$ cat src/rtl/smb_pkg.sv
package smb_pkg;

    typedef enum logic [3:0] {
        ST_IDLE,
        ST_ADDR,
        ST_ADDR_ACK,
        ST_CMD,
        ST_CMD_ACK,
        ST_CNT,
        ST_CNT_ACK,
        ST_WDAT,
        ST_WDAT_ACK,
        ST_RDAT,
        ST_RDAT_ACK,
        ST_HOLD
    } smb_state_e;

    function automatic logic [7:0] reg_default(input int idx);
        logic [7:0] v;
        case (idx)
            0:       v = 8'h4C;
            1:       v = 8'h7F;
            2:       v = 8'h00;
            3:       v = 8'hFF;
            4:       v = 8'h47;
            5:       v = 8'hDF;
            6:       v = 8'h03;
            default: v = 8'h00;
        endcase
        return v;
    endfunction

endpackage

$ cat src/rtl/smb_glitch_filt.sv
module smb_glitch_filt #(
    parameter int LEN = 3
) (
    input  logic clk,
    input  logic rst_n,
    input  logic din,
    output logic dout
);
    logic [1:0]     sync_q;
    logic [LEN-1:0] hist_q;

    always_ff @(posedge clk or negedge rst_n) begin
        if (!rst_n) begin
            sync_q <= 2'b11;
            hist_q <= '1;
            dout   <= 1'b1;
        end else begin
            sync_q <= {sync_q[0], din};
            hist_q <= {hist_q[LEN-2:0], sync_q[1]};
            if (&hist_q)
                dout <= 1'b1;
            else if (~|hist_q)
                dout <= 1'b0;
        end
    end
endmodule

$ cat src/rtl/smb_bus_events.sv
module smb_bus_events #(
    parameter int FILT_LEN = 3
) (
    input  logic clk,
    input  logic rst_n,
    input  logic scl_i,
    input  logic sda_i,
    output logic sda_f,
    output logic scl_rise,
    output logic scl_fall,
    output logic start_ev,
    output logic stop_ev
);
    logic scl_f;
    logic scl_q;
    logic sda_q;

    smb_glitch_filt #(.LEN(FILT_LEN)) u_scl_filt (
        .clk(clk), .rst_n(rst_n), .din(scl_i), .dout(scl_f)
    );
    smb_glitch_filt #(.LEN(FILT_LEN)) u_sda_filt (
        .clk(clk), .rst_n(rst_n), .din(sda_i), .dout(sda_f)
    );

    always_ff @(posedge clk or negedge rst_n) begin
        if (!rst_n) begin
            scl_q <= 1'b1;
            sda_q <= 1'b1;
        end else begin
            scl_q <= scl_f;
            sda_q <= sda_f;
        end
    end

    assign scl_rise = scl_f & ~scl_q;
    assign scl_fall = ~scl_f & scl_q;
    // data edges only count as conditions while the clock stays high
    assign start_ev = scl_f & scl_q & sda_q & ~sda_f;
    assign stop_ev  = scl_f & scl_q & ~sda_q & sda_f;
endmodule

$ cat src/rtl/smb_ctrl_regs.sv
module smb_ctrl_regs
    import smb_pkg::*;
#(
    parameter int NREG = 8
) (
    input  logic              clk,
    input  logic              rst_n,
    input  logic              we,
    input  logic [6:0]        waddr,
    input  logic [7:0]        wdata,
    input  logic [6:0]        raddr,
    output logic [7:0]        rdata,
    input  logic [1:0]        strap_i,
    input  logic [7:0]        id_i,
    output logic [NREG*8-1:0] regs_o
);
    localparam int         AW     = $clog2(NREG);
    localparam logic [6:0] NREG7  = 7'(NREG);
    localparam logic [6:0] ID_IDX = 7'(NREG - 1);

    logic [7:0] mem_q [NREG];
    logic [7:0] eff   [NREG];

    always_ff @(posedge clk or negedge rst_n) begin
        if (!rst_n) begin
            for (int i = 0; i < NREG; i++)
                mem_q[i] <= reg_default(i);
        end else if (we && (waddr < NREG7) && (waddr != ID_IDX)) begin
            mem_q[waddr[AW-1:0]] <= wdata;
        end
    end

    for (genvar g = 0; g < NREG; g++) begin : g_view
        if (g == 0) begin : g_strap
            assign eff[g] = {mem_q[g][7:2], strap_i};
        end else if (g == NREG - 1) begin : g_id
            assign eff[g] = id_i;
        end else begin : g_plain
            assign eff[g] = mem_q[g];
        end
        assign regs_o[g*8 +: 8] = eff[g];
    end

    assign rdata = (raddr < NREG7) ? eff[raddr[AW-1:0]] : 8'h00;
endmodule

$ cat src/rtl/smb_regbank.sv
module smb_regbank
    import smb_pkg::*;
#(
    parameter int         NREG     = 8,
    parameter int         FILT_LEN = 3,
    parameter logic [6:0] SLV_ADDR = 7'h69
) (
    input  logic              clk,
    input  logic              rst_n,
    input  logic              scl_i,
    input  logic              sda_i,
    output logic              sda_oe_o,
    input  logic [1:0]        strap_i,
    input  logic [7:0]        id_i,
    output logic [NREG*8-1:0] regs_o
);
    localparam logic [7:0] COUNT_BYTE = 8'(NREG);

    smb_state_e state, nxt;

    logic       sda_f, scl_rise, scl_fall, start_ev, stop_ev;
    logic [3:0] bitcnt;
    logic [7:0] sr, tx, remain;
    logic [6:0] ptr, raddr, waddr;
    logic [7:0] wdata, rdata, load_byte;
    logic       rw, blk, cnt_pend, nack, we;
    logic       bc8, bc1, addr_hit, wr_ok, rx_state;

    smb_bus_events #(.FILT_LEN(FILT_LEN)) u_events (
        .clk(clk), .rst_n(rst_n), .scl_i(scl_i), .sda_i(sda_i),
        .sda_f(sda_f), .scl_rise(scl_rise), .scl_fall(scl_fall),
        .start_ev(start_ev), .stop_ev(stop_ev)
    );

    smb_ctrl_regs #(.NREG(NREG)) u_regs (
        .clk(clk), .rst_n(rst_n), .we(we), .waddr(waddr), .wdata(wdata),
        .raddr(raddr), .rdata(rdata), .strap_i(strap_i), .id_i(id_i),
        .regs_o(regs_o)
    );

    assign bc8      = (bitcnt == 4'd8);
    assign bc1      = (bitcnt == 4'd1);
    assign addr_hit = (sr[7:1] == SLV_ADDR);
    assign wr_ok    = !blk || (remain != 8'd0);
    assign rx_state = (state == ST_ADDR) || (state == ST_CMD) ||
                      (state == ST_CNT)  || (state == ST_WDAT);
    // a data byte already sent advances the pointer before the next fetch
    assign raddr     = (state == ST_RDAT_ACK && !cnt_pend) ? ptr + 7'd1 : ptr;
    assign load_byte = (state == ST_ADDR_ACK && cnt_pend) ? COUNT_BYTE : rdata;

    always_comb begin
        nxt = state;
        if (stop_ev) begin
            nxt = ST_IDLE;
        end else if (start_ev) begin
            nxt = ST_ADDR;
        end else begin
            unique case (state)
                ST_IDLE, ST_HOLD: nxt = state;
                ST_ADDR:     if (scl_fall && bc8) nxt = addr_hit ? ST_ADDR_ACK : ST_HOLD;
                ST_ADDR_ACK: if (scl_fall && bc1) nxt = rw ? ST_RDAT : ST_CMD;
                ST_CMD:      if (scl_fall && bc8) nxt = ST_CMD_ACK;
                ST_CMD_ACK:  if (scl_fall && bc1) nxt = blk ? ST_CNT : ST_WDAT;
                ST_CNT:      if (scl_fall && bc8) nxt = ST_CNT_ACK;
                ST_CNT_ACK:  if (scl_fall && bc1) nxt = ST_WDAT;
                ST_WDAT:     if (scl_fall && bc8) nxt = wr_ok ? ST_WDAT_ACK : ST_HOLD;
                ST_WDAT_ACK: if (scl_fall && bc1) nxt = ST_WDAT;
                ST_RDAT:     if (scl_fall && bc8) nxt = ST_RDAT_ACK;
                ST_RDAT_ACK: if (scl_fall && bc1) nxt = (nack || !blk) ? ST_HOLD : ST_RDAT;
                default:     nxt = ST_IDLE;
            endcase
        end
    end

    always_ff @(posedge clk or negedge rst_n) begin
        if (!rst_n) state <= ST_IDLE;
        else        state <= nxt;
    end

    always_ff @(posedge clk or negedge rst_n) begin
        if (!rst_n) begin
            sda_oe_o <= 1'b0;
            bitcnt   <= 4'd0;
            sr       <= 8'h00;
            tx       <= 8'h00;
            remain   <= 8'h00;
            ptr      <= 7'd0;
            rw       <= 1'b0;
            blk      <= 1'b0;
            cnt_pend <= 1'b0;
            nack     <= 1'b0;
            we       <= 1'b0;
            waddr    <= 7'd0;
            wdata    <= 8'h00;
        end else begin
            we <= 1'b0;
            if (stop_ev || start_ev) begin
                sda_oe_o <= 1'b0;
                bitcnt   <= 4'd0;
            end else begin
                if (scl_rise && state != ST_IDLE && state != ST_HOLD) begin
                    bitcnt <= bitcnt + 4'd1;
                    if (rx_state)
                        sr <= {sr[6:0], sda_f};
                    if (state == ST_RDAT_ACK)
                        nack <= sda_f;
                end
                if (scl_fall) begin
                    unique case (state)
                        ST_ADDR: if (bc8) begin
                            bitcnt <= 4'd0;
                            if (addr_hit) begin
                                sda_oe_o <= 1'b1;
                                rw       <= sr[0];
                            end
                        end
                        ST_ADDR_ACK: if (bc1) begin
                            bitcnt <= 4'd0;
                            if (rw) begin
                                tx       <= load_byte;
                                sda_oe_o <= ~load_byte[7];
                            end else begin
                                sda_oe_o <= 1'b0;
                            end
                        end
                        ST_CMD: if (bc8) begin
                            bitcnt   <= 4'd0;
                            sda_oe_o <= 1'b1;
                            blk      <= ~sr[7];
                            cnt_pend <= ~sr[7];
                            ptr      <= sr[7] ? sr[6:0] : 7'd0;
                        end
                        ST_CNT: if (bc8) begin
                            bitcnt   <= 4'd0;
                            sda_oe_o <= 1'b1;
                            remain   <= sr;
                        end
                        ST_WDAT: if (bc8) begin
                            bitcnt <= 4'd0;
                            if (wr_ok) begin
                                sda_oe_o <= 1'b1;
                                we       <= 1'b1;
                                waddr    <= ptr;
                                wdata    <= sr;
                                ptr      <= ptr + 7'd1;
                                if (blk) remain <= remain - 8'd1;
                            end
                        end
                        ST_CMD_ACK, ST_CNT_ACK, ST_WDAT_ACK: if (bc1) begin
                            bitcnt   <= 4'd0;
                            sda_oe_o <= 1'b0;
                        end
                        ST_RDAT: begin
                            if (bc8) begin
                                bitcnt   <= 4'd0;
                                sda_oe_o <= 1'b0;
                            end else begin
                                tx       <= {tx[6:0], 1'b0};
                                sda_oe_o <= ~tx[6];
                            end
                        end
                        ST_RDAT_ACK: if (bc1) begin
                            bitcnt <= 4'd0;
                            if (cnt_pend) cnt_pend <= 1'b0;
                            else          ptr      <= ptr + 7'd1;
                            if (!nack && blk) begin
                                tx       <= load_byte;
                                sda_oe_o <= ~load_byte[7];
                            end else begin
                                sda_oe_o <= 1'b0;
                            end
                        end
                        default: ;
                    endcase
                end
            end
        end
    end
endmodule

$ cat config.mk
export PLATFORM = sky130hd
export DESIGN_NAME = smb_regbank
export DESIGN_NICKNAME = d
export VERILOG_FILES = /design/src/rtl/smb_pkg.sv /design/src/rtl/smb_glitch_filt.sv /design/src/rtl/smb_bus_events.sv /design/src/rtl/smb_ctrl_regs.sv /design/src/rtl/smb_regbank.sv
export SDC_FILE = /design/constraint.sdc
export NUM_CORES = 1
export LEC_CHECK = 0
export ABC_CLOCK_PERIOD_IN_PS = 2200
export BUFFER_PORTS_ARGS = -buffer_cell sky130_fd_sc_hd__buf_2
export CAP_MARGIN = 15
export CORE_ASPECT_RATIO = 2
export CORE_MARGIN = 2
export CORE_UTILIZATION = 54
export DETAILED_ROUTE_END_ITERATION = 8
export PLACE_DENSITY = 0.83
export SLEW_MARGIN = 20
export SYNTH_ARGS = -nofsm -noshare
export SYNTH_HDL_FRONTEND = slang
export SYNTH_SLANG_ARGS = --single-unit
$ cat constraint.sdc
create_clock -name clk -period 2.2 [get_ports clk]
set_input_delay 0.33 -clock clk [delete_from_list [all_inputs] [get_ports clk]]
set_output_delay 0.33 -clock clk [all_outputs]
set_load 0.03 [all_outputs]
Yosys cells after proc, flatten, opt, wreduce, memory -nomap -nowiden
Cells that the tools add are included.

word-level totals
  bits of input ports = 14
  logic and storage cells = 226
  flip-flop bits (word level) = 137

cells by class
  order comparisons = 5
  reductions and logical operators = 49
  add/subtract/negate cells = 3
  muxes and demuxes = 75
  bitwise logic cells = 17
  equality and inequality tests = 47

operators with widths
  operator                                               number
  2-to-1 mux 7 bit                                       12
  2-to-1 mux 4 bit                                       18
  2-to-1 mux 8 bit                                       9
  bitwise mux 64 bit                                     1
  one-hot mux 7 bit (3 select lines)                     2
  one-hot mux 4 bit (10 select lines)                    1
  binary-select mux 8 bit (select 3 bit)                 1
  demux 8 bit (select 3 bit)                             1
  inequality test 2 bit, second input constant           12
  inequality test 4 x 3 -> 1 bit, second input constant  6
  2-to-1 mux 1 bit                                       23
  == test 4 bit, second input constant                   5
  AND reduction 10 bit                                   2
  inequality test 3 x 2 -> 1 bit, second input constant  6
  == test 4 x 3 -> 1 bit, second input constant          4
  one-hot mux 8 bit (2 select lines)                     1
  AND reduction 8 bit                                    2
  nonzero test 8 bit                                     2
  AND reduction 5 bit                                    3
  < comparator 7 x 4 -> 1 bit, second input constant     2
  inequality test 4 bit, second input constant           3
  AND reduction 3 bit                                    4
  logical AND 1 bit                                      10
  OR reduction 5 bit                                     2
  30 further kinds                                       64

Longest topological paths before layout
Gate-level depths: netlist of run 1.

  word-level depth = 15
  gate-level depth with buffers = 10
  gate-level depth less buffers = 8

By module
From an unflattened synthesis of run 1, not the netlist that was laid out.

unflattened totals
  cells, all modules = 559
  area, all modules = 6715.2 sq um

by module, submodules not included
  module           sequential area each (sq um)  area an instance (sq um)  cells an instance  times used
  smb_regbank      1476.4                        3559.7                    354                1
  smb_ctrl_regs    1390.1                        2717.6                    179                1
  smb_glitch_filt  157.7                         176.4                     10                 2
  smb_bus_events   52.6                          85.1                      6                  1

Worst setup path before layout of run 1
OpenSTA, ideal clock, no wires.

  path type = flip-flop to flip-flop
  start point = register ptr[0]
  end point = register tx[4]
  setup slack = -0.044 ns
  required time = 2.074 ns
  setup time = 0.126 ns
  arrival = 2.118 ns
  path buffers = 1
  stages on the path, launching flop included = 8
  path through = dfrtp_1 -> ha_1 -> buf_4 -> mux2_2 -> mux4_2 -> a22oi_1 -> a2bb2oi_1 -> a21oi_1

between the ends
  cells in the longest elaborated chain, start to end = 11

RTL lines
  item                                                  line                                    source
  from (decl)                                           smb_regbank.sv:24                       logic [6:0] ptr, raddr, waddr;
  from (signal assigned)                                smb_regbank.sv:131                      ptr <= sr[7] ? sr[6:0] : 7'd0;
  from (signal assigned)                                smb_regbank.sv:145                      ptr <= ptr + 7'd1;
  from (signal assigned)                                smb_regbank.sv:165                      else ptr <= ptr + 7'd1;
  adder 7 x 1 -> 7 bit                                  smb_regbank.sv:48                       assign raddr = (state == ST_RDAT_ACK && !cnt_pend) ? ptr + 7'd1 : ptr;
  2-to-1 mux 7 bit *                                    smb_regbank.sv:48
  NOT 3 -> 4 bit (implied by the code)                  smb_ctrl_regs.sv:44                     assign rdata = (raddr < NREG7) ? eff[raddr[AW-1:0]] : 8'h00;
  binary-select mux 8 bit (select 3 bit)                smb_ctrl_regs.sv:44
  2-to-1 mux 8 bit (implied by the code) (2 in series)  smb_ctrl_regs.sv:44
  2-to-1 mux 8 bit *                                    smb_ctrl_regs.sv:44
  2-to-1 mux 8 bit *                                    smb_regbank.sv:49                       assign load_byte = (state == ST_ADDR_ACK && cnt_pend) ? COUNT_BYTE : rdata;
  2-to-1 mux 7 bit (on tied branches)                   smb_regbank.sv:166, smb_regbank.sv:119
  2-to-1 mux 7 bit (on tied branches)                   smb_regbank.sv:162, smb_regbank.sv:117
  one-hot mux 7 bit (3 select lines) *                  smb_regbank.sv:109                      unique case (state)
  to (signal assigned)                                  smb_regbank.sv:120                      tx <= load_byte;
  to (signal assigned)                                  smb_regbank.sv:158                      tx <= {tx[6:0], 1'b0};
  to (signal assigned)                                  smb_regbank.sv:167                      tx <= load_byte;
  to (decl)                                             smb_regbank.sv:23                       logic [7:0] sr, tx, remain;

Every way passes the cells marked *; elsewhere a longest branch is shown, timed or not. The select of a mux whose other input is x is not followed.
A chain may end at the register's enable or synchronous reset.

Worst setup path after layout of run 1
  start point = register bitcnt[1]
  end point = register tx[3]

between the ends
  cells in the longest elaborated chain, start to end = 3

RTL lines
  item                                                     line                                  source
  from (decl)                                              smb_regbank.sv:22                     logic [3:0] bitcnt;
  from (signal assigned)                                   smb_regbank.sv:102                    bitcnt <= bitcnt + 4'd1;
  == test 4 x 1 -> 1 bit or == test 4 bit (tied branches)  smb_regbank.sv:42, smb_regbank.sv:41
  inequality test 2 bit (no source line)                   --
  AND reduction 8 bit (no source line) *                   --

Every way passes the cells marked *; elsewhere a longest branch is shown, timed or not.

==> results of run 1 <==
-- cells by family (layout without fill, tap and decap cells) --
kind of cell / after synthesis / after routing
xor+xnor: 5 / 5
compound gates: 136 / 136
mux: 134 / 134
simple gates: 177 / 177
flops: 127 / 127
buf+inv: 61 / 201
fa+ha+maj: 6 / 6
-- metrics by stage --
stage | util | TNS (ns) | hold slack (ns) | power (W)
floorplan | - | 0 | 0.0344 | 0.00333
finish | 0.677 | -0.580 | 0.00750 | 0.00667
global placement | 0.610 | 0 | 0.316 | 0.00378
global route | 0.677 | -1.32 | 0.00564 | 0.00687
detailed placement | 0.610 | -0.0640 | 0.323 | 0.00382
CTS | 0.663 | 0 | 0.00917 | 0.00648
-- power groups by stage --
stage	logic (W)	clock network [W]	registers [W]
4_1_cts	0.00125	0.00264	0.00260
3_3_place_gp	0.00116	0	0.00262
2_1_floorplan	0.000749	0	0.00258
6_report	0.00139	0.00267	0.00262
5_1_grt	0.00146	0.00278	0.00263
3_5_place_dp	0.00119	0	0.00263
-- cell usage after synthesis, types with 5 or more instances --
master                       n
sky130_fd_sc_hd__mux2_2     90
sky130_fd_sc_hd__dfrtp_1    82
sky130_fd_sc_hd__dfstp_2    45
sky130_fd_sc_hd__nor2_1     41
sky130_fd_sc_hd__nand2_1    38
sky130_fd_sc_hd__o21ai_0    29
sky130_fd_sc_hd__a21oi_1    26
sky130_fd_sc_hd__mux2i_1    18
sky130_fd_sc_hd__mux4_2     18
sky130_fd_sc_hd__buf_2      17
sky130_fd_sc_hd__buf_4      16
sky130_fd_sc_hd__nand3_1    16
sky130_fd_sc_hd__clkbuf_1   13
sky130_fd_sc_hd__nand2b_1   12
sky130_fd_sc_hd__nor3_1     12
sky130_fd_sc_hd__inv_1      10
sky130_fd_sc_hd__mux2_1      8
sky130_fd_sc_hd__o21ai_1     8
sky130_fd_sc_hd__a2bb2oi_1   7
sky130_fd_sc_hd__nand3b_1    7
sky130_fd_sc_hd__o22ai_1     7
sky130_fd_sc_hd__o32ai_1     7
sky130_fd_sc_hd__a22oi_1     6
sky130_fd_sc_hd__a31oi_1     6
sky130_fd_sc_hd__and3_1      6
sky130_fd_sc_hd__ha_1        6
sky130_fd_sc_hd__or3_1       6
sky130_fd_sc_hd__nor2b_1     5
sky130_fd_sc_hd__nor4_1      5
sky130_fd_sc_hd__o211ai_1    5
-- registers in the layout, summed over array words and instances (netlist names), 2 cells and up --
name                        count
u_regs.regs_o                  54
remain                          8
sr                              8
wdata                           8
ptr                             7
tx                              7
waddr                           7
bitcnt                          4
state                           4
u_events.u_scl_filt.hist_q      3
u_events.u_sda_filt.hist_q      3
u_events.u_scl_filt.sync_q      2
u_events.u_sda_filt.sync_q      2
-- per-layer routing --
metal,vias to the layer above,part of all wire,global-route usage
li1,2670,-,-
met1,3154,0.36,0.357
met2,488,0.49,0.478
met3,150,0.093,0.0642
met4,0,0.065,0.151
met5,-,0,0
-- placed cells by master, fill, tap and decap left out, types with 5 or more instances in the layout --
cell / n
sky130_fd_sc_hd__a21oi_1: 26
sky130_fd_sc_hd__a31oi_1: 6
sky130_fd_sc_hd__buf_12: 6
sky130_fd_sc_hd__buf_2: 77
sky130_fd_sc_hd__buf_4: 66
sky130_fd_sc_hd__buf_6: 7
sky130_fd_sc_hd__clkbuf_16: 17
sky130_fd_sc_hd__dfrtp_1: 80
sky130_fd_sc_hd__dfstp_2: 45
sky130_fd_sc_hd__inv_1: 9
sky130_fd_sc_hd__inv_6: 6
sky130_fd_sc_hd__mux2_1: 8
sky130_fd_sc_hd__mux2_2: 89
sky130_fd_sc_hd__mux2i_1: 18
sky130_fd_sc_hd__mux4_2: 18
sky130_fd_sc_hd__nand2_1: 35
sky130_fd_sc_hd__nand2b_1: 12
sky130_fd_sc_hd__nand3_1: 16
sky130_fd_sc_hd__nand3b_1: 7
sky130_fd_sc_hd__nor2_1: 40
sky130_fd_sc_hd__nor3_1: 12
sky130_fd_sc_hd__nor4_1: 5
sky130_fd_sc_hd__o211ai_1: 5
sky130_fd_sc_hd__o21ai_0: 26
sky130_fd_sc_hd__o21ai_1: 10
sky130_fd_sc_hd__o22ai_1: 7
sky130_fd_sc_hd__o32ai_1: 6
sky130_fd_sc_hd__or3_1: 6
-- worst register-to-register path, stage by stage (launching register included) --
cell                       delay [ns]
sky130_fd_sc_hd__dfrtp_1         0.39
sky130_fd_sc_hd__inv_2           0.09
sky130_fd_sc_hd__ha_4            0.13
sky130_fd_sc_hd__or3b_4          0.41
sky130_fd_sc_hd__o21ai_2         0.15
sky130_fd_sc_hd__nor4b_4         0.29
sky130_fd_sc_hd__a21boi_4        0.31
sky130_fd_sc_hd__buf_4           0.15
sky130_fd_sc_hd__mux2i_1         0.23
sky130_fd_sc_hd__o31ai_1         0.13
-- worst min path at each step --
stage | start | endpoint | slack (ns) | cells past startpoint
after floorplan | rst_n | bitcnt[0] | 0.03 | 0
after global placement | rst_n | bitcnt[2] | 0.32 | 1
after detailed placement | rst_n | bitcnt[2] | 0.32 | 1
after CTS | scl_i | u_events.u_scl_filt.sync_q[0] | 0.009 | 1
after global routing | scl_i | u_events.u_scl_filt.sync_q[0] | 0.006 | 1
final | scl_i | u_events.u_scl_filt.sync_q[0] | 0.007 | 1
-- final cells by class --
cell class                 instances  area (µm²)
sequential                       127        3240
tap                              155         194
clock buffer                      17         425
inverter                          11        41.3
fill                             875        4290
multi-input combinational        458        3870
timing repair buffer             158        1100
clock inverter                    15         126
-- repair_timing --
action,4_1_cts,5_1_grt
gates resized for setup,17,29
setup buffers,8,10
endpoints found under the hold margin,20,0
pin swaps,3,8
hold buffers,1,0
endpoints found under the setup margin,7,29
gates cloned,0,0
==> impl_metrics.sql, run 1 <==
INSERT INTO impl_metrics (metric_group, metric, value, unit) VALUES
('run_status', 'status', 'complete, but fails checks', ''),
('run_status', 'violated_checks', 'setup timing', ''),
('setup_path', 'crit_path_cell_trace', 'inv_2, ha_4, or3b_4, o21ai_2, nor4b_4, a21boi_4, buf_4, mux2i_1, o31ai_1', ''),
('route', 'route.detailed.vias_per_inst', '6.87', ''),
('floorplan', 'die_area', '14500', 'µm²'),
('global_route', 'global_route.usage.total', '0.292', ''),
('synthesis', 'avgSynthCellArea', '11.2', 'µm²'),
('finish', 'instances_no_fill', '941', ''),
('place', 'numPlacedInstances', '890', ''),
('setup_path', 'critPathCapture', 'tx[3]', ''),
('finish', 'flow.area_growth_from_synthesis', '23.9', '%'),
('setup_path', 'rrSetupSlack', '-0.22', 'ns'),
('place', 'buffers_added_on_ports', '78', ''),
('sta', 'timing.clock.skew', '0.0123', 'ns'),
('sta', 'report.final.hold_viol_count', '0', ''),
('sta', 'fmaxAchievable', '414', 'MHz'),
('power', 'power.share.switching', '0.322', ''),
('finish', 'antenna-diode-count', '0', ''),
('synthesis', 'net_count_of_the_mapped_netlist', '666', ''),
('finish', 'drive_gt1_frac', '0.487', ''),
('setup_path', 'critical_path_required', '2.48', 'ns'),
('power', 'vdd_drop_max', '0.628', 'mV'),
('synthesis', 'synth-main-ff-cell', 'sky130_fd_sc_hd__dfrtp_1', ''),
('synthesis', 'yosys_warnings', '0', ''),
('synthesis', 'post_synthesis_sequential_area_ratio', '0.445', ''),
('sta', 'max_slew.worst_pin.slew', '0.524', 'ns'),
('synthesis', 'synth.largest_area_cell', 'sky130_fd_sc_hd__dfrtp_1', ''),
('setup_path', 'critical_path.reg2reg.startpoint', 'bitcnt[1]', ''),
('setup_path', 'timing.critical_path.slowest_stage_cell', 'sky130_fd_sc_hd__or3b_4', ''),
('setup_path', 'regToRegEndpoint', 'tx[3]', ''),
('cts', 'htree_levels', '4', ''),
('power', 'comb_power_frac', '0.208', ''),
('synthesis', 'synth_cells', '646', ''),
('setup_path', 'crit_cells', '9', ''),
('cts', 'clk_latency', '0.43', 'ns'),
('global_route', 'largest_net_degree_at_the_start_of_global_routing', '51', ''),
('floorplan', 'initial_utilization', '0.547', ''),
('route', 'route.vias.total', '6462', ''),
('setup_path', 'crit_path_start_kind', 'flop', ''),
('sta', 'final_critical_path_setup_slack', '-0.217', 'ns'),
('hold_path', 'worstHoldPathType', 'input port to flop', ''),
('synthesis', 'yosys-mux-area-fraction', '0.233', ''),
('synthesis', 'top_post_synthesis_cells_by_area', 'sky130_fd_sc_hd__dfrtp_1 (28%), sky130_fd_sc_hd__dfstp_2 (16%), sky130_fd_sc_hd__mux2_2 (14%)', ''),
('sta', 'timing.final.crit_period', '2.42', 'ns'),
('floorplan', 'io-pin-count', '79', ''),
('synthesis', 'netlist_area', '7260', 'µm²'),
('cts', 'clock_tree.root_cell', 'sky130_fd_sc_hd__clkbuf_16', ''),
('synthesis', 'synth_top_family_by_area', 'multiplexers', ''),
('power', 'p_sw', '0.00215', 'W'),
('floorplan', 'rows', '60', ''),
('setup_path', 'worst-r2r-cell-count', '9', ''),
('cts', 'cts_max_path_buffers', '2', ''),
('floorplan', 'die_h', '168', 'µm'),
('finish', 'postLayoutCellArea', '9000', 'µm²'),
('floorplan', 'dieWidth', '86.0', 'µm'),
('route', 'antenna_violating_nets_post_route', '0', ''),
('cts', 'cts.reportedPaths.clkPinSlew', '0.06', 'ns'),
('power', 'power.share.sequential', '0.393', ''),
('setup_path', 'timing.critical_path.max_delay_family', 'simple AND/OR/NAND/NOR gates', ''),
('floorplan', 'core_area', '13300', 'µm²'),
('place', 'placed_area', '8100', 'µm²'),
('synthesis', 'synth_cell_type_count', '80', ''),
('global_route', 'grt_pass1_wl', '32800', 'µm'),
('sta', 'timing.final.max_slew_violations', '0', ''),
('synthesis', 'post_synth_xor_area_fraction', '0.00706', ''),
('cts', 'cts_made_buffers', '17', ''),
('route', 'wl_per_cell', '24.0', 'µm'),
('power', 'internal_power', '0.00453', 'W'),
('sta', 'setup_viol', '8', ''),
('setup_path', 'worst-endpoint-arrival', '2.70', 'ns'),
('global_route', 'vias_in_the_first_global_route', '6181', '');
Power figures use the tool's default switching activity.
==> run 2: changes to the inputs <==
- CELL_PAD_IN_SITES_DETAIL_PLACEMENT: default -> 2
- CELL_PAD_IN_SITES_GLOBAL_PLACEMENT: default -> 2
- CORE_UTILIZATION: 54 -> 36
==> impl_metrics.sql, run 2 (same netlist as run 1, synthesis figures left out) <==
INSERT INTO impl_metrics (metric_group, metric, value, unit) VALUES
('sta', 'grt_setup_unrepaired', 'yes', ''),
('sta', 'timing.clock.skew', '0.0212', 'ns'),
('place', 'numPlacedInstances', '1027', ''),
('cts', 'cts.reportedPaths.clkPinSlew', '0.07', 'ns'),
('place', 'dp_hpwl', '21500', 'µm'),
('cts', 'htree_levels', '4', ''),
('finish', 'antenna-diode-count', '0', ''),
('global_route', 'globalRouteMet3Util', '0.0719', ''),
('global_route', 'largest_net_degree_at_the_start_of_global_routing', '40', ''),
('global_route', 'groute.layer.met2.usage', '0.643', ''),
('hold_path', 'timing.hold.worst.start', 'u_events.u_sda_filt.sync_q[0]', ''),
('route', 'dr.pass1.iters', '5', ''),
('setup_path', 'critPathMaxFanout', '4', ''),
('global_route', 'global_route.usage.total', '0.355', ''),
('route', 'route.vias.total', '7130', ''),
('sta', 'max_slew.worst_pin.slew', '0.647', 'ns'),
('power', 'totalPowerFinal', '0.00788', 'W'),
('global_route', 'grt_antenna_before_repair', '0', ''),
('sta', 'setup_viol', '33', ''),
('setup_path', 'critical_path.reg2reg.startpoint', 'bitcnt[1]', ''),
('finish', 'flow.area_growth_from_synthesis', '37.9', '%'),
('cts', 'cts_made_buffers', '17', ''),
('route', 'drc', '0', ''),
('floorplan', 'die_h', '205', 'µm'),
('hold_path', 'worstHoldPathType', 'flop to flop', ''),
('run_status', 'status', 'complete, but fails checks', ''),
('setup_path', 'critical_path_class', 'flop to flop', ''),
('floorplan', 'core_area', '19800', 'µm²'),
('cts', 'clk_latency', '0.47', 'ns'),
('cts', 'cts_max_path_buffers', '2', ''),
('finish', 'nFillCells', '1865', ''),
('finish', 'final_cell_mix', 'sky130_fd_sc_hd__buf_4 (94), sky130_fd_sc_hd__mux2_2 (77), sky130_fd_sc_hd__buf_2 (77)', ''),
('floorplan', 'dieWidth', '104', 'µm'),
('global_route', 'met1_usage', '0.353', ''),
('setup_path', 'setup.worst_path.start', 'bitcnt[1]', ''),
('global_route', 'grt_pass1_wl', '54600', 'µm'),
('finish', 'instances_no_fill', '1090', ''),
('route', 'route.detailed.vias_per_inst', '6.54', ''),
('setup_path', 'critical_path_required', '2.52', 'ns'),
('floorplan', 'rows', '73', ''),
('route', 'drt_iter0_drc', '574', ''),
('sta', 'slew-limit-headroom', '0.569', ''),
('finish', 'largest_reg_flops', '54', ''),
('floorplan', 'initial_utilization', '0.366', ''),
('setup_path', 'crit_path_start_kind', 'flop', ''),
('cts', 'cts_sinks', '127', ''),
('route', 'wl_per_cell', '37.5', 'µm'),
('finish', 'multi_input_comb_area', '4200', 'µm²'),
('place', 'routabilityCongestion', '0.883', ''),
('cts', 'clock_tree_from_tritoncts', 'built', ''),
('setup_path', 'worst-endpoint-arrival', '2.83', 'ns'),
('sta', 'fin_crit_sh', '1.14', ''),
('power', 'static-leakage-power', '4.40', 'nW'),
('sta', 'report.final.hold_viol_count', '0', ''),
('sta', 'final_critical_path_setup_slack', '-0.315', 'ns'),
('finish', 'drive_gt1_frac', '0.593', ''),
('finish', 'final-seq-area', '3240', 'µm²'),
('floorplan', 'die_area', '21400', 'µm²'),
('finish', 'finalCoreUtilization', '0.505', ''),
('setup_path', 'worst_setup_path_end_kind', 'flop', ''),
('sta', 'fmaxAchievable', '398', 'MHz'),
('finish', 'final_net_count', '835', ''),
('power', 'vdd_drop_max', '0.561', 'mV'),
('global_route', 'grt.overflow.total', '0', ''),
('sta', 'timing.final.crit_period', '2.51', 'ns'),
('power', 'pwr_density_cell', '787', 'nW/µm²'),
('finish', 'layout.cells.most_common', 'sky130_fd_sc_hd__buf_4', ''),
('global_route', 'grt_most_used_layer', 'met2', ''),
('run_status', 'violated_checks', 'setup timing', ''),
('place', 'buffers_added_on_ports', '78', ''),
('sta', 'timing.final.max_slew_violations', '0', ''),
('cts', 'clock_tree.root_cell', 'sky130_fd_sc_hd__clkbuf_16', ''),
('global_route', 'vias_in_the_first_global_route', '7867', ''),
('flow_run', 'cap_violations', '0', ''),
('floorplan', 'io-pin-count', '79', ''),
('route', 'antenna_violating_nets_post_route', '0', ''),
('route', 'totalWireLength', '40800', 'µm');
[run 2: cell count changes in the layout (fill, tap and decap cells not counted), sizes merged]
cell,before,now
dlygate4sd3,1,3
inv,18,13
bufinv,0,4
buf,157,196
clkinvlp,3,2
clkinv,5,4
clkbuf,17,21
[run 2: worst max-delay path, cell delays in order, from the launching register on]
cell and delay (ns):
sky130_fd_sc_hd__dfrtp_1 0.39, sky130_fd_sc_hd__inv_2 0.12, sky130_fd_sc_hd__ha_4 0.15, sky130_fd_sc_hd__or3b_4 0.42, sky130_fd_sc_hd__o21ai_2 0.14, sky130_fd_sc_hd__nor4b_4 0.27, sky130_fd_sc_hd__a21boi_4 0.32, sky130_fd_sc_hd__buf_4 0.16
sky130_fd_sc_hd__mux2i_1 0.26, sky130_fd_sc_hd__o31ai_1 0.14
[run 2: where the power goes]
group	switching [W]	leakage, nW	internal [W]
registers	0.000194	1.57	0.00246
clock network	0.00130	0.318	0.00203
logic	0.00114	2.51	0.000756
total	0.00263	4.40	0.00525
[run 2: layout make-up]
cell class	instances	share of cell area
Multi-Input combinational cell	458	0.419
Sequential cell	127	0.324
Timing Repair Buffer	200	0.154
Clock buffer	20	0.0477
Tap cell	262	0.0327
Clock inverter	12	0.0179
Inverter	11	0.00412
[run 2: final timing paths]
| check | cells after the start | endpoint | slack (ns) |
|---|---|---|---|
| hold / removal | 0 | u_events.u_sda_filt.sync_q[1] | 0.36 |
| min in group asynchronous | 2 | bitcnt[2] | 0.44 |
| max in group asynchronous | 3 | u_regs.regs_o[13] | 1.02 |
| hold reg to reg | 0 | u_events.u_sda_filt.sync_q[1] | 0.36 |
| setup reg to reg | 9 | tx[3] | -0.31 |
| setup / recovery | 9 | tx[3] | -0.31 |
[run 2: what timing repair did]
action	in CTS	in global routing
cloned	1	1
endpoints found under the hold margin	21	0
resized for setup	71	81
setup endpoints to repair	52	60
hold buffers	3	0
buffers inserted	18	9
pin swaps	20	18
[run 2: per-stage QoR]
step	setup TNS (ns)	hold WS, ns	instance area (µm²)	setup WS (ns)
6_report	-3.10	0.356	10000	-0.315
5_1_grt	-4.22	0.366	10000	-0.386
4_1_cts	-0.286	0.362	9600	-0.0739
3_5_place_dp	-1.85	0.350	8480	-0.269
3_3_place_gp	-0.358	0.349	8480	-0.171
2_1_floorplan	0	0.0344	7280	0.0188
[run 2: layer usage]
layer | vias to the layer above | wire, µm
met4 | 0 | 3760
li1 | 2735 | -
met5 | - | 0
met3 | 220 | 2450
met1 | 3711 | 13700
met2 | 464 | 20900
==> run 3: changes to the inputs <==
- ABC_AREA: default -> 1
- CORE_MARGIN: 2 -> 4
- CORE_UTILIZATION: 36 -> 31
- PLACE_DENSITY: 0.83 -> 0.82
==> impl_metrics.sql, run 3 <==
INSERT INTO impl_metrics (metric_group, metric, value, unit) VALUES
('finish', 'antenna-diode-count', '0', ''),
('finish', 'nFillCells', '2403', ''),
('sta', 'setup_viol', '0', ''),
('sta', 'max_slew.worst_pin.slew', '0.478', 'ns'),
('setup_path', 'critical_path_class', 'flop to flop', ''),
('route', 'wl_per_cell', '22.7', 'µm'),
('global_route', 'global_route.usage.total', '0.233', ''),
('floorplan', 'die_area', '23700', 'µm²'),
('global_route', 'vias_in_the_first_global_route', '7369', ''),
('power', 'clockPowerShare', '0.432', ''),
('power', 'pwr_density_cell', '857', 'nW/µm²'),
('power', 'p_sw', '0.00221', 'W'),
('synthesis', 'synth_cells', '832', ''),
('floorplan', 'core_area', '20900', 'µm²'),
('cts', 'cts_sinks', '127', ''),
('power', 'internal_power', '0.00481', 'W'),
('place', 'buffers_added_on_ports', '78', ''),
('finish', 'largest_reg_flops', '54', ''),
('cts', 'clk_latency', '0.44', 'ns'),
('synthesis', 'avgSynthCellArea', '7.89', 'µm²'),
('power', 'static-leakage-power', '3.72', 'nW'),
('power', 'comb_power_frac', '0.190', ''),
('sta', 'timing.final.max_slew_violations', '0', ''),
('floorplan', 'dieWidth', '111', 'µm'),
('finish', 'layout.cells.most_common', 'sky130_fd_sc_hd__nand2_1', ''),
('setup_path', 'worst-endpoint-arrival', '2.47', 'ns'),
('setup_path', 'worst-r2r-cell-count', '9', ''),
('synthesis', 'synth.largest_area_cell', 'sky130_fd_sc_hd__dfrtp_1', ''),
('route', 'drt_iter0_drc', '367', ''),
('finish', 'drive_gt1_frac', '0.257', ''),
('synthesis', 'number_of_synthesized_flops_with_an_enable_pin', '0', ''),
('synthesis', 'top_post_synthesis_cells_by_area', 'sky130_fd_sc_hd__dfrtp_1 (31%), sky130_fd_sc_hd__dfstp_2 (18%), sky130_fd_sc_hd__nand2_1 (14%)', ''),
('setup_path', 'worst_setup_path_end_kind', 'flop', ''),
('cts', 'clock_tree.root_cell', 'sky130_fd_sc_hd__clkbuf_16', ''),
('sta', 'fin_tns_setup', '0', 'ns'),
('cts', 'cts_made_buffers', '17', ''),
('hold_path', 'timing.hold.worst.start', 'u_events.u_scl_filt.sync_q[1]', ''),
('synthesis', 'netlist_area', '6560', 'µm²'),
('sta', 'slew-limit-headroom', '0.680', ''),
('finish', 'final_net_count', '960', ''),
('place', 'dpl_worst_slack', '-0.0738', 'ns'),
('finish', 'finalCoreUtilization', '0.391', ''),
('synthesis', 'net_count_of_the_mapped_netlist', '852', ''),
('sta', 'final_critical_path_setup_slack', '0.0397', 'ns'),
('route', 'route.vias.total', '6509', ''),
('setup_path', 'crit_path_start_kind', 'flop', ''),
('synthesis', 'async_flop_share', '1.00', ''),
('route', 'totalWireLength', '27800', 'µm'),
('cts', 'cts.reportedPaths.clkPinSlew', '0.06', 'ns'),
('synthesis', 'synth-main-ff-cell', 'sky130_fd_sc_hd__dfrtp_1', ''),
('sta', 'fmaxAchievable', '463', 'MHz'),
('floorplan', 'die_h', '214', 'µm'),
('sta', 'fin_crit_sh', '0.982', ''),
('hold_path', 'worstHoldPathType', 'flop to flop', ''),
('flow_run', 'cap_violations', '0', ''),
('synthesis', 'yosys_register_bits', '127', ''),
('synthesis', 'post_synthesis_sequential_area_ratio', '0.493', ''),
('synthesis', 'synth_top_cells_by_count', 'sky130_fd_sc_hd__nand2_1 (240), sky130_fd_sc_hd__o21ai_0 (101), sky130_fd_sc_hd__inv_1 (91), sky130_fd_sc_hd__dfrtp_1 (82), sky130_fd_sc_hd__nand3_1 (63)', ''),
('cts', 'clock_tree_from_tritoncts', 'built', ''),
('floorplan', 'io-pin-count', '79', ''),
('global_route', 'grt_pass1_wl', '42100', 'µm'),
('synthesis', 'synth_cell_type_count', '42', ''),
('hold_path', 'min_path_cells', '0', ''),
('setup_path', 'critical_path_required', '2.51', 'ns'),
('run_status', 'status', 'completed', ''),
('power', 'vdd_drop_max', '0.673', 'mV'),
('sta', 'report.final.hold_viol_count', '0', ''),
('finish', 'flow.area_growth_from_synthesis', '24.8', '%'),
('place', 'routabilityCongestion', '0.874', ''),
('setup_path', 'critical_path.reg2reg.startpoint', 'bitcnt[1]', ''),
('power', 'power.share.sequential', '0.378', ''),
('finish', 'final_cell_mix', 'sky130_fd_sc_hd__nand2_1 (236), sky130_fd_sc_hd__o21ai_0 (99), sky130_fd_sc_hd__inv_1 (89)', ''),
('synthesis', 'synthMostInstantiatedCell', 'sky130_fd_sc_hd__nand2_1', ''),
('global_route', 'largest_net_degree_at_the_start_of_global_routing', '49', ''),
('route', 'route.detailed.vias_per_inst', '5.33', ''),
('global_route', 'grt.overflow.total', '0', ''),
('sta', 'grt_setup_unrepaired', 'yes', ''),
('setup_path', 'setup.worst_path.start', 'bitcnt[1]', ''),
('global_route', 'grt_antenna_before_repair', '0', ''),
('cts', 'cts_max_path_buffers', '2', ''),
('synthesis', 'yosys_warnings', '0', ''),
('place', 'dp_hpwl', '19200', 'µm'),
('synthesis', 'synth_top_cell_area_share', '0.313', ''),
('floorplan', 'initial_utilization', '0.314', ''),
('route', 'antenna_violating_nets_post_route', '0', ''),
('sta', 'timing.clock.skew', '0.0134', 'ns'),
('route', 'dr.pass1.iters', '4', ''),
('sta', 'timing.final.crit_period', '2.16', 'ns'),
('setup_path', 'critPathMaxFanout', '14', ''),
('floorplan', 'rows', '75', ''),
('route', 'drc', '0', ''),
('cts', 'htree_levels', '4', ''),
('power', 'power.share.switching', '0.315', '');
[run 3: cell count changes in the layout (fill, tap and decap cells not counted), sizes merged, moves of 11 or more]
| cell | change |
|---|---|
| nand3 | +49 |
| nand2 | +205 |
| o21ai | +75 |
| nor2 | +25 |
| mux2i | -18 |
| buf | -78 |
| mux4 | -18 |
| inv | +84 |
| mux2 | -98 |
| nand2b | -11 |
[run 3: final timing paths]
| check | slack, ns | endpoint |
|---|---|---|
| max | 0.04 | ptr[1] |
| min | 0.35 | u_events.u_scl_filt.hist_q[0] |
| max reg2reg | 0.04 | ptr[1] |
| min reg2reg | 0.35 | u_events.u_scl_filt.hist_q[0] |
| max in group asynchronous | 1.12 | u_events.u_sda_filt.sync_q[0] |
| min in group asynchronous | 0.37 | u_regs.regs_o[52] |
[run 3: through the flow]
stage,power (W),cells,hold slack (ns),area (µm²)
final,0.00702,1222,0.351,8190
after global routing,0.00732,1222,0.361,8190
after CTS,0.00699,1213,0.356,8060
after detailed placement,0.00389,1177,0.282,7380
after global placement,0.00385,1177,0.282,7380
after floorplan,0.00341,832,0.0344,6560
[run 3: layout make-up]
cell class / instances / area [µm²] / area share
Sequential cell: 127 / 3240 / 0.395
Multi-Input combinational cell: 575 / 2820 / 0.344
Timing Repair Buffer: 122 / 811 / 0.0990
Clock buffer: 23 / 488 / 0.0596
Inverter: 97 / 364 / 0.0445
Tap cell: 269 / 337 / 0.0411
Clock inverter: 9 / 131 / 0.0160
[run 3: cells by family after synthesis]
| kind of cell | share of synthesized area |
|---|---|
| fa+ha+maj | 0.0114 |
| compound gates | 0.132 |
| buf+inv | 0.0871 |
| xor+xnor | 0.00667 |
| flops | 0.493 |
| simple gates | 0.270 |
[run 3: power groups by stage]
stage               logic, W  registers (W)  clock network [W]
floorplan           0.000777        0.00263                  0
global placement     0.00119        0.00266                  0
detailed placement   0.00123        0.00266                  0
CTS                  0.00128        0.00264            0.00308
global route         0.00146        0.00267            0.00319
finish               0.00134        0.00265            0.00303
[run 3: timing repair]
| item | CTS | global route |
|---|---|---|
| buffers inserted | 1 | 8 |
| endpoints found under the hold margin | 14 | 0 |
| hold buffers | 3 | 0 |
| gates cloned | 0 | 1 |
| setup endpoints to repair | 10 | 18 |
| pin swaps | 0 | 4 |
| gates resized for setup | 7 | 15 |
[run 3: worst max-delay path: stages, from the launching register on]
cell and delay [ns]:
sky130_fd_sc_hd__dfrtp_1 0.41, sky130_fd_sc_hd__inv_1 0.13, sky130_fd_sc_hd__ha_1 0.17, sky130_fd_sc_hd__nand3_1 0.14, sky130_fd_sc_hd__inv_1 0.21, sky130_fd_sc_hd__o21ai_0 0.15, sky130_fd_sc_hd__nor2_1 0.17, sky130_fd_sc_hd__o2111ai_2 0.14
sky130_fd_sc_hd__buf_4 0.22, sky130_fd_sc_hd__o21ai_0 0.31
[run 3: routing by layer]
layer,track usage,routed length [µm]
met5,0,0
met4,0.172,2060
met3,0.0313,719
met2,0.481,16300
met1,0.196,8680
